## src/rtl/mlpwm_pkg.sv

```systemverilog
package mlpwm_pkg;
  localparam int unsigned NUM_SRC  = 2;
  localparam int unsigned NUM_CARR = 2 * NUM_SRC;
  localparam int unsigned NUM_LEGS = 4;

  typedef enum logic [1:0] {
    DISP_INPHASE   = 2'd0,
    DISP_OPPOSED   = 2'd1,
    DISP_ALTERNATE = 2'd2,
    DISP_SPARE     = 2'd3
  } disp_e;

  // True when carrier k uses the mirrored count under disposition m
  function automatic logic carrier_mirrored(input disp_e m, input int unsigned k);
    case (m)
      DISP_OPPOSED:   return (k < NUM_CARR / 2);
      DISP_ALTERNATE: return ((k % 2) == 1);
      default:        return 1'b0;
    endcase
  endfunction
endpackage

```

## src/rtl/mlpwm_carrier.sv

```systemverilog
module mlpwm_carrier #(
  parameter int CNT_W      = 10,
  parameter int SAMPLE_DIV = 2000
) (
  input  logic             clk,
  input  logic             rst_n,
  input  logic [CNT_W-1:0] period_i,
  output logic             tick_o,
  output logic [CNT_W-1:0] cnt_o,
  output logic [CNT_W-1:0] peak_o
);
  localparam int DIV_W = $clog2(SAMPLE_DIV + 1);
  localparam logic [DIV_W-1:0] DIV_LAST = DIV_W'(SAMPLE_DIV - 1);

  logic [DIV_W-1:0] div_q, div_n;
  logic [CNT_W-1:0] cnt_q, cnt_n;
  logic             up_q, up_n;
  logic [CNT_W-1:0] peak;

  assign peak   = (period_i == '0) ? CNT_W'(1) : period_i;
  assign tick_o = (div_q == DIV_LAST);
  assign peak_o = peak;
  assign cnt_o  = (cnt_q > peak) ? peak : cnt_q;

  always_comb begin
    div_n = tick_o ? '0 : div_q + DIV_W'(1);
  end

  always_comb begin
    cnt_n = cnt_q;
    up_n  = up_q;
    if (tick_o) begin
      if (up_q) begin
        if (cnt_q >= peak - CNT_W'(1)) begin
          cnt_n = peak;
          up_n  = 1'b0;
        end else begin
          cnt_n = cnt_q + CNT_W'(1);
        end
      end else begin
        if (cnt_q <= CNT_W'(1)) begin
          cnt_n = '0;
          up_n  = 1'b1;
        end else if (cnt_q > peak) begin
          cnt_n = peak;
        end else begin
          cnt_n = cnt_q - CNT_W'(1);
        end
      end
    end
  end

  always_ff @(posedge clk or negedge rst_n) begin
    if (!rst_n) begin
      div_q <= '0;
      cnt_q <= '0;
      up_q  <= 1'b1;
    end else begin
      div_q <= div_n;
      cnt_q <= cnt_n;
      up_q  <= up_n;
    end
  end
endmodule

```

## src/rtl/mlpwm_scale.sv

```systemverilog
module mlpwm_scale #(
  parameter int REF_W = 12,
  parameter int IDX_W = 9
) (
  input  logic signed [REF_W-1:0] ref_i,
  input  logic        [IDX_W-1:0] idx_i,
  output logic signed [REF_W-1:0] scaled_o
);
  localparam int PW   = REF_W + IDX_W + 1;
  localparam int MAXI = 2 ** (REF_W - 1) - 1;
  localparam int MINI = -(2 ** (REF_W - 1));

  logic signed [PW-1:0] prod;
  logic signed [PW-1:0] shifted;

  always_comb begin
    prod    = PW'(ref_i) * PW'($signed({1'b0, idx_i}));
    shifted = prod >>> (IDX_W - 1);
    if (shifted > PW'(MAXI))
      scaled_o = REF_W'(MAXI);
    else if (shifted < PW'(MINI))
      scaled_o = REF_W'(MINI);
    else
      scaled_o = shifted[REF_W-1:0];
  end
endmodule

```

## src/rtl/mlpwm_levelcmp.sv

```systemverilog
module mlpwm_levelcmp
  import mlpwm_pkg::*;
#(
  parameter int REF_W = 12,
  parameter int CNT_W = 10
) (
  input  logic signed [REF_W-1:0]   ref_i,
  input  logic        [CNT_W-1:0]   cnt_i,
  input  logic        [CNT_W-1:0]   peak_i,
  input  disp_e                     mode_i,
  output logic        [NUM_CARR-1:0] exceed_o
);
  localparam int FRAC_W = REF_W - $clog2(NUM_CARR);
  localparam int BAND   = 2 ** FRAC_W;
  localparam int RW     = REF_W + 2;
  localparam int MW     = FRAC_W + CNT_W;

  logic [REF_W-1:0] offs;
  assign offs = {~ref_i[REF_W-1], ref_i[REF_W-2:0]};

  for (genvar k = 0; k < NUM_CARR; k++) begin : g_car
    logic [CNT_W-1:0]  car;
    logic signed [RW-1:0] rel;
    logic [MW-1:0]     lhs, rhs;

    always_comb begin
      car = carrier_mirrored(mode_i, k) ? (peak_i - cnt_i) : cnt_i;
      rel = $signed({2'b00, offs}) - $signed(RW'(k * BAND));
      lhs = MW'(rel[FRAC_W-1:0]) * MW'(peak_i);
      rhs = {car, {FRAC_W{1'b0}}};
      if (rel >= $signed(RW'(BAND)))
        exceed_o[k] = 1'b1;
      else if (rel < $signed(RW'(0)))
        exceed_o[k] = 1'b0;
      else
        exceed_o[k] = (lhs > rhs);
    end
  end
endmodule

```

## src/rtl/mlpwm_deadband.sv

```systemverilog
module mlpwm_deadband #(
  parameter int DEAD_CYC = 65
) (
  input  logic clk,
  input  logic rst_n,
  input  logic cmd_i,
  output logic hi_o,
  output logic lo_o
);
  localparam int DW = $clog2(DEAD_CYC + 2);

  logic          cur_q, cur_n;
  logic [DW-1:0] gap_q, gap_n;

  always_comb begin
    cur_n = cur_q;
    gap_n = gap_q;
    if (cmd_i != cur_q) begin
      cur_n = cmd_i;
      gap_n = DW'(DEAD_CYC);
    end else if (gap_q != '0) begin
      gap_n = gap_q - DW'(1);
    end
  end

  always_ff @(posedge clk or negedge rst_n) begin
    if (!rst_n) begin
      cur_q <= 1'b0;
      gap_q <= DW'(DEAD_CYC);
    end else begin
      cur_q <= cur_n;
      gap_q <= gap_n;
    end
  end

  assign hi_o = cur_q  && (gap_q == '0);
  assign lo_o = !cur_q && (gap_q == '0);
endmodule

```

## src/rtl/mlpwm_top.sv

```systemverilog
module mlpwm_top
  import mlpwm_pkg::*;
#(
  parameter int REF_W      = 12,
  parameter int IDX_W      = 9,
  parameter int CNT_W      = 10,
  parameter int SAMPLE_DIV = 2000,
  parameter int DEAD_CYC   = 65
) (
  input  logic                    clk,
  input  logic                    rst_n,
  input  logic signed [REF_W-1:0] ref_i,
  input  logic        [IDX_W-1:0] mod_idx_i,
  input  logic        [CNT_W-1:0] car_period_i,
  input  logic        [1:0]       disp_mode_i,
  output logic signed [2:0]       level_o,
  output logic        [3:0]       gate_hi_o,
  output logic        [3:0]       gate_lo_o
);
  localparam int HIT_W = $clog2(NUM_CARR + 1) + 1;

  // reset: asserted at once, released after two clocks
  logic [1:0] rsync_q;
  logic       rst_int_n;
  always_ff @(posedge clk or negedge rst_n) begin
    if (!rst_n) rsync_q <= 2'b00;
    else        rsync_q <= {rsync_q[0], 1'b1};
  end
  assign rst_int_n = rsync_q[1];

  logic             tick;
  logic [CNT_W-1:0] cnt, peak;

  mlpwm_carrier #(.CNT_W(CNT_W), .SAMPLE_DIV(SAMPLE_DIV)) carrier_i (
    .clk(clk), .rst_n(rst_int_n), .period_i(car_period_i),
    .tick_o(tick), .cnt_o(cnt), .peak_o(peak)
  );

  logic signed [REF_W-1:0] scaled, ref_q, ref_n;

  mlpwm_scale #(.REF_W(REF_W), .IDX_W(IDX_W)) scale_i (
    .ref_i(ref_i), .idx_i(mod_idx_i), .scaled_o(scaled)
  );

  always_comb ref_n = tick ? scaled : ref_q;

  disp_e               mode_w;
  logic [NUM_CARR-1:0] exceed;
  assign mode_w = disp_e'(disp_mode_i);

  mlpwm_levelcmp #(.REF_W(REF_W), .CNT_W(CNT_W)) cmp_i (
    .ref_i(ref_q), .cnt_i(cnt), .peak_i(peak), .mode_i(mode_w), .exceed_o(exceed)
  );

  logic [HIT_W-1:0]        hits;
  logic signed [HIT_W-1:0] lvl_w;
  always_comb begin
    hits = '0;
    for (int k = 0; k < NUM_CARR; k++) hits = hits + HIT_W'(exceed[k]);
    lvl_w = $signed(hits) - $signed(HIT_W'(NUM_SRC));
  end

  // polarity flips only in a cycle where the cell magnitude is forced to zero
  logic       pol_q, pol_n;
  logic [1:0] mag_q, mag_n;
  always_comb begin
    pol_n = pol_q;
    mag_n = mag_q;
    if ((lvl_w > 0 && !pol_q) || (lvl_w < 0 && pol_q)) begin
      pol_n = !pol_q;
      mag_n = 2'd0;
    end else if (lvl_w < 0) begin
      mag_n = 2'(-lvl_w);
    end else begin
      mag_n = 2'(lvl_w);
    end
  end

  always_ff @(posedge clk or negedge rst_int_n) begin
    if (!rst_int_n) begin
      ref_q <= '0;
      pol_q <= 1'b1;
      mag_q <= 2'd0;
    end else begin
      ref_q <= ref_n;
      pol_q <= pol_n;
      mag_q <= mag_n;
    end
  end

  logic signed [2:0] mag_s;
  assign mag_s   = $signed({1'b0, mag_q});
  assign level_o = pol_q ? mag_s : -mag_s;

  logic [NUM_LEGS-1:0] leg_cmd;
  assign leg_cmd[0] = (mag_q != 2'd0);
  assign leg_cmd[1] = (mag_q == 2'd2);
  assign leg_cmd[2] = pol_q;
  assign leg_cmd[3] = !pol_q;

  for (genvar g = 0; g < NUM_LEGS; g++) begin : g_leg
    mlpwm_deadband #(.DEAD_CYC(DEAD_CYC)) db_i (
      .clk(clk), .rst_n(rst_int_n), .cmd_i(leg_cmd[g]),
      .hi_o(gate_hi_o[g]), .lo_o(gate_lo_o[g])
    );
  end
endmodule

```

## config.mk

```make
export PLATFORM = sky130hd
export DESIGN_NAME = mlpwm_top
export DESIGN_NICKNAME = d
export VERILOG_FILES = /design/src/rtl/mlpwm_pkg.sv /design/src/rtl/mlpwm_carrier.sv /design/src/rtl/mlpwm_scale.sv /design/src/rtl/mlpwm_levelcmp.sv /design/src/rtl/mlpwm_deadband.sv /design/src/rtl/mlpwm_top.sv
export SDC_FILE = /design/constraint.sdc
export NUM_CORES = 1
export LEC_CHECK = 0
export ABC_AREA = 1
export BUFFER_PORTS_ARGS = -buffer_cell sky130_fd_sc_hd__buf_2
export CAP_MARGIN = 20
export CORE_AREA = 2 2 201 203
export DETAILED_ROUTE_END_ITERATION = 8
export DIE_AREA = 0 0 203 205
export PLACE_DENSITY_LB_ADDON = 0.05
export SYNTH_ARGS = -nofsm -noshare
export SYNTH_HDL_FRONTEND = slang
export SYNTH_HIERARCHICAL = 1
export SYNTH_SLANG_ARGS = --single-unit
export TNS_END_PERCENT = 1
```

## constraint.sdc

```tcl
create_clock -name clk -period 2.5 [get_ports clk]
set_input_delay 0.25 -clock clk [delete_from_list [all_inputs] [get_ports clk]]
set_output_delay 0.25 -clock clk [all_outputs]
set_load 0.02 [all_outputs]
```

-- Word level (Yosys, flattened, before mapping)
Cells that the tools add are included.
- input bits: 35
- bits in registers: 71
- word-level logic and storage cells: 134
- $add $sub $neg: 18
- equal/unequal tests: 8
- bitwise gates (word level): 1
- $lt $le $gt $ge: 19
- reductions and logical operators: 31
- multipliers: 5
- mux-type cells: 37
- operator list (kind ; number):
    $mux 10 ; 9
    $gt 20x20->1 ; 4
    $mul 10x10->20 ; 4
    $mux 7 ; 8
    $ge 14x12->1 const B ; 3
    $lt 14x1->1 const B ; 3
    $logic_not 7->1 ; 4
    $reduce_bool 7->1 ; 4
    $sub 7x1->7 const B ; 4
    $sub 12x12->13 const B ; 2
    $mux 12 ; 2
    $mul 12x10->22 ; 1
    $sub 10x1->10 const B ; 2
    $gt 14x12->1 const B ; 1
    $lt 14x12->1 const B ; 1
    $mux 1 ; 14
    $sub 12x11->13 const B ; 1
    $ge 12x11->1 const B ; 1
    $lt 12x1->1 const B ; 1
    $add 11x1->11 const B ; 1
    $eq 11x11->1 const B ; 1
    $mux 11 ; 1
    $add 10x1->10 const B ; 1
    $ge 10x10->1 ; 1
    other kinds (23) ; 45

-- Longest topological paths before layout
Gate-level depths: netlist of the first run.
- word-level depth: 17
- mapped depth: 45
- gate-level depth less buffers: 42

-- By module
Netlist of the first run, hierarchy kept.
- modules (own cells, without submodules) (module ; area an instance (um2) ; times used ; cells an instance ; sequential area each (um2)):
    mlpwm_levelcmp ; 5501.5 ; 1 ; 837 ; 0.0
    mlpwm_scale ; 4991.0 ; 1 ; 729 ; 0.0
    mlpwm_carrier ; 2572.5 ; 1 ; 418 ; 551.8
    mlpwm_deadband ; 454.2 ; 4 ; 51 ; 202.7
    mlpwm_top ; 797.0 ; 1 ; 87 ; 426.7

-- Worst setup path before layout of the first run
No wires, ideal clock.
- path type: input port to flip-flop
- start: input car_period_i[5]
- end: register mag_q[1]
- buffers on the path: 3
- data required time: 2.384 ns
- slack: -4.796 ns
- arrival: 7.180 ns
- library setup time: 0.116 ns
- stages: 37
- cells stage by stage: clkbuf_2 > clkbuf_1 > clkbuf_1 > nand2_1 > fa_1 > fa_1 > inv_1 > fa_1 > fa_1 > inv_1 > fa_1 > inv_1 > ha_1 > a21oi_1 > o21ai_2 > nand2_1 > nand2_1 > a21oi_1 > o21ai_1 > xor2_1 > ha_1 > nand4_1 > o221ai_1 > a21oi_1 > nand2_1 > nand3_1 > nand2_1 > nand2_1 > a21oi_2 > inv_1 > fa_1 > inv_1 > ha_1 > fa_1 > nand2_1 > nand2_1 > nor2_1
- elaborated cells between the ends (all ways): 36
- RTL lines (item ; RTL line ; text):
    start, declared ; mlpwm_top.sv:14 ; input logic [CNT_W-1:0] car_period_i,
    $logic_not 10->1 ; mlpwm_carrier.sv:20 ; assign peak = (period_i == '0) ? CNT_W'(1) : period_i;
    $mux 10 (*) ; mlpwm_carrier.sv:20 ;
    named net peak[5] ; mlpwm_top.sv:32 ; logic [CNT_W-1:0] cnt, peak;
    $gt 10x10->1 ; mlpwm_carrier.sv:23 ; assign cnt_o = (cnt_q > peak) ? peak : cnt_q;
    $mux 10 ; mlpwm_carrier.sv:23 ;
    $sub 10x10->10 ; mlpwm_levelcmp.sv:27 ; car = carrier_mirrored(mode_i, k) ? (peak_i - cnt_i) : cnt_i;
    $mux 10 ; mlpwm_levelcmp.sv:27 ;
    $gt 20x20->1 (*) ; mlpwm_levelcmp.sv:36 ; exceed_o[k] = (lhs > rhs);
    [2 not listed] ; n/a ;
    named net exceed[3] ; mlpwm_top.sv:48 ; logic [NUM_CARR-1:0] exceed;
    $add 3x1->4 (*) ; mlpwm_top.sv:59 ; for (int k = 0; k < NUM_CARR; k++) hits = hits + HIT_W'(exceed[k]);
    $sub 4x3->4 (*) ; mlpwm_top.sv:60 ; lvl_w = $signed(hits) - $signed(HIT_W'(NUM_SRC));
    $gt 4x1->1 / $lt 4x1->1 (equally long branches) ; mlpwm_top.sv:69, mlpwm_top.sv:72 ;
    $logic_and 1x1->1 ; mlpwm_top.sv:69 ; if ((lvl_w > 0 && !pol_q) || (lvl_w < 0 && pol_q)) begin
    $logic_or 1x1->1 ; mlpwm_top.sv:69 ;
    $mux 2 (*) ; mlpwm_top.sv:69 ;
    named net mag_n[1] ; mlpwm_top.sv:65 ; logic [1:0] mag_q, mag_n;
    end signal, assigned ; mlpwm_top.sv:87 ; mag_q <= mag_n;
    end, declared ; mlpwm_top.sv:65 ;
Mark *: on every way through the listed nets, which the timed path passes. The rest lies on a longest branch.
A chain may end at the register's enable or synchronous reset.

-- Worst setup path after layout of the first run
- start: register ref_q[5]
- end: register mag_q[1]
- elaborated cells between the ends (all ways): 39
- RTL lines (item ; RTL line ; text):
    start, declared ; mlpwm_top.sv:39 ; logic signed [REF_W-1:0] scaled, ref_q, ref_n;
    start signal, assigned ; mlpwm_top.sv:85 ; ref_q <= ref_n;
    $sub 12x12->13 (*) ; mlpwm_levelcmp.sv:28 ; rel = $signed({2'b00, offs}) - $signed(RW'(k * BAND));
    $mul 10x10->20 ; mlpwm_levelcmp.sv:29 ; lhs = MW'(rel[FRAC_W-1:0]) * MW'(peak_i);
    $gt 20x20->1 ; mlpwm_levelcmp.sv:36 ;
    $mux 1 ; mlpwm_levelcmp.sv:33 ; else if (rel < $signed(RW'(0)))
    $mux 1 (*) ; mlpwm_levelcmp.sv:31 ; if (rel >= $signed(RW'(BAND)))
    named net exceed[3] ; mlpwm_top.sv:48 ;
    $add 3x1->4 (*) ; mlpwm_top.sv:59 ;
    $sub 4x3->4 (*) ; mlpwm_top.sv:60 ;
    $gt 4x1->1 / $lt 4x1->1 (equally long branches) ; mlpwm_top.sv:69, mlpwm_top.sv:72 ;
    $logic_and 1x1->1 ; mlpwm_top.sv:69 ;
    $logic_or 1x1->1 ; mlpwm_top.sv:69 ;
    $mux 2 (*) ; mlpwm_top.sv:69 ;
    named net mag_n[1] ; mlpwm_top.sv:65 ;
Marks and branches as above.

==> results.cfg, run 1 <==
[run_status]
status = complete, but fails checks
violations = negative setup slack

[global_route]
first_global_vias = 14600
overflow = 0
grt_max_degree = 70
grtUsageTotal_pct = 21.4
antenna_found_initial = 0
grt_pass1_wl_mm = 72.1

[floorplanning]
initial_utilization_pct = 39.8
core_area_um2 = 39400
die_area_um2 = 41600
pin_count = 46
die_h_um = 205
rows = 73
fp.dieW_um = 203

[cts]
clock_path_buffers = 2
htree_levels = 3
cts_made_buffers = 9
clk_pin_slew_ps = 60
cts_tree = done
cts-root-buf = clkbuf_16
clk_latency_ps = 340
clock_sinks = 71

[synthesis]
yosysWarnings = 6
yosysSeqAreaShare_pct = 11.4
ys_ff_latch = 71
synth_edf_count = 0
synth-async-reset-ratio_pct = 100
synth_flop_cell = dfrtp_1
syn-num-nets = 2646
syn_area_per_cell_um2 = 6.89
syn_inst = 2275
synth_cell_type_count = 58
netlist_area_um2 = 15700

[timing]
slew_violations = 0
fin_crit_ps = 6970
finalCritPeriodShare_pct = 279
fmax_ghz = 0.144
finalHoldViolCount = 0
rsz0062_at_grt = yes
skew_ps = 11.6
worst_slack_ps = -4470
finalSetupTns_ps = -43110
finalSetupViolCount = 25
holdWs_ps = 217

[finish]
drive_gt1_share_pct = 23.2
final_nets = 2953
num_antenna_cells = 0
nFillCells = 4099
multi_input_area_um2 = 11900
area_delta_synth_final_pct = 23.7
regArea_um2 = 1800

[routing]
drc = 0
via_per_inst = 4.60
wire_per_inst_um = 13.7
dr_total_vias = 14300
ant_nets = 0
dr.pass1.iters = 5
drt-initial-drc-count = 704
routed_wl_mm = 42.7

[placement]
io_buffer_count = 45
gp_congestion = 0.879
preCtsSetupSlack_ps = -4550
dp_hpwl_mm = 37.3

[critical_path]
r2r-end = mag_q[1]
critical_path_class = reg -> reg
critPathLaunchType = flip-flop
r2r_setup_slack_ps = -4470
r2r_cells = 36
arrival_ps = 7240
worst_setup_path_end_kind = flip-flop
worstPathRequired_ps = 2770
critical_path.slowest_cell = fa_2
max_stage_delay_ps = 590
critical_path_peak_fanout = 5
reg2reg_from = ref_q[5]

[flow_run]
maxCapViolations = 0

[worst_hold_path]
worstHoldPathType = in -> async
## Yosys cell counts (all sizes together), types with 3 or more instances
library cell	instances	area [um^2]
a31oi	4	25.0
nor4	3	25.0
o21bai	6	56.3
dfstp	10	263
or2	3	18.8
nand3	106	633
ha	178	2230
xor2	44	385
a21o	6	45.0
inv	517	1940
fa	158	3160
nor2	146	731
nand2	749	2950
buf	23	194
a21oi	59	314
xnor2	18	188
dfrtp	61	1530
nor3	10	60.1
nand4	23	156
nand3b	10	87.6
o21ai	71	367
clkbuf	54	205
## critical path: cells and delay by family (launching register included)
family	cells	cell delay [ps]
AO/OA/AOI/OAI	4	430
flip-flops	1	420
AND/OR/NAND/NOR	12	990
adder cells (fa/ha/maj)	10	4130
buffers and inverters	9	760
XOR/XNOR	1	180
## stage by stage
| step | instances | cell area (um^2) | utilization, % |
|---|---|---|---|
| after floorplan | 2275 | 15900 | - |
| after global placement | 3092 | 18800 | 47.7 |
| after detailed placement | 3092 | 18800 | 47.7 |
| after CTS | 3109 | 19300 | 48.9 |
| after global routing | 3112 | 19400 | 49.3 |
| final | 3112 | 19400 | 49.3 |
## flip-flops by register name (all words and copies together), names as in the netlist, 2 cells and up
register and cells:
mag_q 2, rsync_q 2, g_leg.db_i/cur_q 4, carrier_i/cnt_q 10
g_leg.db_i/gap_q 28, carrier_i/div_q 11, ref_q 12
## worst max path at each step
stage | from | to | slack [ps] | cells past startpoint
after floorplan | car_period_i[2] | mag_q[1] | -4310 | 37
after global placement | car_period_i[3] | mag_q[1] | -4480 | 35
after detailed placement | car_period_i[3] | mag_q[1] | -4550 | 35
after CTS | ref_q[5] | mag_q[1] | -4410 | 38
after global routing | ref_q[6] | mag_q[1] | -4770 | 39
final | ref_q[5] | mag_q[1] | -4470 | 36
## area by class of cell
class,instances,area share [%]
clock inverters,7,0.335
repair buffers,374,14.6
well taps,525,3.39
multi-input cells,1607,61.2
inverters,519,10.1
clock buffers,9,1.16
flip-flops and latches,71,9.26
## cell usage in the layout (no fill, tap or decap), types with 9 or more instances in the layout
| cell type | instances |
|---|---|
| nand2_1 | 688 |
| inv_1 | 495 |
| buf_4 | 316 |
| ha_1 | 165 |
| fa_1 | 154 |
| nor2_1 | 96 |
| nand3_1 | 90 |
| dfrtp_1 | 55 |
| nand2_2 | 54 |
| o21ai_0 | 53 |
| a21oi_1 | 51 |
| xor2_1 | 42 |
| buf_2 | 42 |
| nor2_2 | 32 |
| inv_2 | 21 |
| nand4_1 | 21 |
| nor2_4 | 18 |
| o21ai_1 | 15 |
| xnor2_1 | 14 |
| ha_4 | 13 |
| nand3_2 | 11 |
| dfstp_2 | 10 |
| nand3b_1 | 9 |
| clkbuf_16 | 9 |
## layer usage
layer  wire length, um  vias to the layer above  track usage [%]
met5                 0                        -                0
met4               791                        0             4.69
met3              1210                       49             1.35
met2             20800                      227             39.0
met1             19900                     6636             27.9
li1                  -                     7418                -
## kinds of logic after synthesis
| family | count (synthesis) | synth area share [%] |
|---|---|---|
| simple gates | 1053 | 29.9 |
| buf+inv | 597 | 15.0 |
| fa+ha+maj | 336 | 34.4 |
| compound gates | 155 | 5.61 |
| flops | 71 | 11.4 |
| xor+xnor | 62 | 3.65 |
| other cells | 1 | 0.0239 |
## repair_timing
| action | CTS | global route |
|---|---|---|
| resized for setup | 44 | 26 |
| pin swaps | 23 | 14 |
| endpoints found under the hold margin | 2 | 0 |
| buffers inserted | 0 | 3 |
| hold buffers | 1 | 0 |
| endpoints found under the setup margin | 26 | 26 |
Power of run 1 is not shown: default switching activity piles up to over one toggle a cycle in this logic, so the estimate is an artifact.
==> inputs of run 2 (changes only) <==
ABC_CLOCK_PERIOD_IN_PS = 2500   (was default)
BUFFER_PORTS_ARGS = default   (was -buffer_cell sky130_fd_sc_hd__buf_2)
DONT_BUFFER_PORTS = 1   (was default)
SKIP_CTS_REPAIR_TIMING = 1   (was default)
==> run 2 against run 1 <==
The run still ends with negative setup slack left. Setup slack lost 5.9 ps. Wire length increased by 0.28%. Final area decreased by 4.5%. Critical endpoint unchanged. Register-to-register slack about the same.
==> results.cfg, run 2 (synthesis gave the netlist of run 1 again) <==
[timing]
rsz0062_at_grt = yes
fin_crit_ps = 6970
worst_slack_ps = -4470
holdWs_ps = 132
skew_ps = 7.67
slew_violations = 0
finalCritPeriodShare_pct = 279
finalHoldViolCount = 0
fmax_ghz = 0.143
finalSetupViolCount = 16

[routing]
routed_wl_mm = 42.8
drt-initial-drc-count = 681
drc = 0
ant_nets = 0
via_per_inst = 4.63
dr_total_vias = 13900
dr.pass1.iters = 5
wire_per_inst_um = 14.3

[global_route]
first_global_vias = 14400
grtUsageTotal_pct = 21.5
antenna_found_initial = 0
overflow = 0
grt_pass1_wl_mm = 71.8
grt_max_degree = 70

[run_status]
status = complete, but fails checks
violations = negative setup slack

[critical_path]
cpLargestDelayFamily = adder cells
critical_path.slowest_cell = fa_1
critical_path_peak_fanout = 7
arrival_ps = 7210
critical_path_class = reg -> reg
crit_buf_inv = 9
worst_setup_path_end_kind = flip-flop
max_stage_delay_ps = 530
critPathLaunchType = flip-flop
timing.critical_path.mode_cell = fa_1
worstPathRequired_ps = 2740

[floorplanning]
die_h_um = 205
initial_utilization_pct = 39.8
core_area_um2 = 39400
pin_count = 46
rows = 73
fp.dieW_um = 203
die_area_um2 = 41600

[finish]
stdcell_count = 3001
final_common_cell = nand2_1
largest_reg_flops = 28
largest-register = g_leg.db_i/gap_q
final_nets = 2842
final_cell_mix = nand2_1 (682), inv_1 (494), buf_4 (257)
top_regs = g_leg.db_i/gap_q x28, ref_q x12, carrier_i/div_q x11
area_delta_synth_final_pct = 18.2
drive_gt1_share_pct = 19.7
nFillCells = 4164
num_antenna_cells = 0
finish.utilization_pct = 47.1

[placement]
placed_cells = 2978
preCtsSetupSlack_ps = -4610
io_buffer_count = 0
dp_hpwl_mm = 35.8
gp_congestion = 0.883

[cts]
clk_pin_slew_ps = 60
clock_path_buffers = 2
cts_made_buffers = 9
htree_levels = 3
clk_latency_ps = 340
clock_sinks = 71
cts-root-buf = clkbuf_16
cts_tree = done

[worst_hold_path]
worstHoldPathType = in -> async

[flow_run]
maxCapViolations = 0
==> run 2: changes by cell type in the layout (fill, tap and decap cells not counted), sizes merged <==
cell	previous run	this run
inv	520	518
clkinv	3	4
buf	373	262
clkbuf	9	10
==> run 2: area by class of cell <==
class                      count  area, um^2  share of cell area (%)
sequential                    71        1800                    9.70
tap                          525         657                    3.54
multi-input combinational   1607       11800                    63.8
clock inverter                 6        45.0                   0.243
inverter                     519        1950                    10.5
timing repair buffer         263        2030                    11.0
clock buffer                  10         229                    1.24
==> run 2: worst register-to-register path, delay by kind of cell, from the launching register on <==
kind            cells  cell delay [ps]
xor+xnor            1              210
simple gates       12              880
compound gates      4              490
flops               1              440
buf+inv             9              790
fa+ha+maj          10             4050
==> run 2: worst paths after layout <==
check	startpoint	endpoint	slack, ps	depth (start not counted)
setup / recovery	ref_q[5]	mag_q[1]	-4470	36
hold / removal	rst_n	rsync_q[0]	130	1
setup reg to reg	ref_q[5]	mag_q[1]	-4470	36
hold reg to reg	rsync_q[1]	g_leg[3].db_i/gap_q[3]	270	1
max in group asynchronous	rsync_q[1]	pol_q	1860	1
min in group clk	car_period_i[2]	carrier_i/cnt_q[2]	230	6
==> run 2: routing by layer <==
| metal | share of wire (%) | global-route usage, % | vias to the layer above |
|---|---|---|---|
| li1 | - | - | 7182 |
| met1 | 45 | 26.9 | 6534 |
| met2 | 51 | 40.7 | 152 |
| met3 | 2.2 | 1.69 | 31 |
| met4 | 1.3 | 3.47 | 0 |
| met5 | 0 | 0 | - |
==> run 2: stage by stage <==
step                area [um^2]  setup TNS (ps)
floorplan                 15900          -44510
global placement          18000          -48560
detailed placement        18000          -49460
CTS                       18300          -42440
global route              18500          -45960
finish                    18500          -40300
Power of run 2 is left out for the same reason.
==> inputs of run 3 (changes only) <==
ABC_CLOCK_PERIOD_IN_PS = 5870   (was 2500)
clock period = 5.87 ns   (was 2.5 ns; I/O delays follow)
==> run 3 against run 2 <==
The run still ends with negative setup slack left. Non-clock buffer count down 94. Clock skew is 0.90 ps lower. Final area down 4.0%. Hold slack improved by 57 ps. Sequential cell count did not move. Die area unchanged.
==> results.cfg, run 3 (synthesis gave the netlist of run 1 again) <==
[routing]
ant_nets = 0
wire_per_inst_um = 14.0
dr_total_vias = 13600
via_per_inst = 4.67
routed_wl_mm = 40.8
dr.pass1.iters = 5
drt-initial-drc-count = 559
drc = 0

[critical_path]
reg2reg_from = ref_q[2]
startpoint = ref_q[2]
cp-endpoint = mag_q[1]
cp.depth = 35
crit_buf_inv = 7
critical_path_class = reg -> reg
critical_path.slowest_cell = fa_2
arrival_ps = 7150
max_stage_delay_ps = 600
cpLargestDelayFamily = adder cells
critPathLaunchType = flip-flop
r2r_setup_slack_ps = -1050
critical_path_peak_fanout = 7
r2r-end = mag_q[1]
worstPathRequired_ps = 6100
worst_setup_path_end_kind = flip-flop
r2r_cells = 35
timing.critical_path.mode_cell = nand2_1

[placement]
dp_hpwl_mm = 34.5
io_buffer_count = 0
gp_congestion = 0.855
placed_cells = 2881

[floorplanning]
pin_count = 46
core_area_um2 = 39400
rows = 73
die_area_um2 = 41600
die_h_um = 205
initial_utilization_pct = 39.8
fp.dieW_um = 203

[finish]
final_nets = 2748
area_delta_synth_final_pct = 13.5
stdcell_count = 2907
drive_gt1_share_pct = 16.0
largest_reg_flops = 28
final_common_cell = nand2_1
nFillCells = 4139
largest-register = g_leg.db_i/gap_q
final_cell_mix = nand2_1 (691), inv_1 (496), ha_1 (167)
top_regs = g_leg.db_i/gap_q x28, ref_q x12, carrier_i/div_q x11
num_antenna_cells = 0

[timing]
fmax_ghz = 0.144
fin_crit_ps = 6920
finalSetupViolCount = 3
slew_headroom_pct = 46.1
slew_violations = 0
rsz0062_at_grt = yes
worst_slack_ps = -1050
worst_slew_pin_slew_ps = 806
finalCritPeriodShare_pct = 118
skew_ps = 6.78
finalHoldViolCount = 0

[run_status]
status = complete, but fails checks
violations = negative setup slack

[global_route]
overflow = 0
grt_pass1_wl_mm = 68.7
grt_max_degree = 54
grtUsageTotal_pct = 20.4
antenna_found_initial = 1
first_global_vias = 13800

[cts]
cts_made_buffers = 9
htree_levels = 3
clk_latency_ps = 330
clock_path_buffers = 2
cts-root-buf = clkbuf_16
clk_pin_slew_ps = 60
clock_sinks = 71
cts_tree = done

[worst_hold_path]
worstHoldPathType = reg -> async

[flow_run]
maxCapViolations = 0
## run 3: changes by cell type in the layout (fill, tap and decap cells not counted), sizes merged
cell,delta
buf,-94
bufinv,+2
clkbuf,+2
clkinvlp,-2
clkinv,-1
inv,-1
## run 3: stage by stage
step	area [um^2]	hold slack (ps)	TNS, ps	worst slack, ps	utilization, %
2_1_floorplan	15800	291	-3600	-1280	-
3_3_place_gp	17200	210	-3650	-1280	43.8
3_5_place_dp	17200	211	-3580	-1270	43.8
4_1_cts	17600	-66.8	-3550	-1250	44.6
5_1_grt	17800	229	-3950	-1380	45.2
6_report	17800	189	-2950	-1050	45.2
## run 3: cell type report
class | instances | area [um^2] | share of cell area, %
Clock buffer | 12 | 267 | 1.50
Sequential cell | 71 | 1800 | 10.1
Multi-Input combinational cell | 1607 | 11800 | 66.1
Clock inverter | 4 | 76.3 | 0.429
Tap cell | 525 | 657 | 3.69
Inverter | 519 | 1950 | 11.0
Timing Repair Buffer | 169 | 1280 | 7.18
## run 3: how the worst min path moves through the flow
stage / to / slack (ps)
floorplan: rsync_q[0] / 290
global placement: g_leg[3].db_i/cur_q / 210
detailed placement: g_leg[3].db_i/cur_q / 210
CTS: rsync_q[1] / -70
global route: g_leg[3].db_i/cur_q / 230
finish: g_leg[3].db_i/cur_q / 190
## run 3: layer usage
metal / GRT usage [%] / share of wire, % / up-vias
li1: - / - / 6985
met1: 28.2 / 49 / 6380
met2: 35.0 / 47 / 190
met3: 2.16 / 2.8 / 24
met4: 3.28 / 1.2 / 0
met5: 0 / 0 / -
Power of run 3 is left out for the same reason.
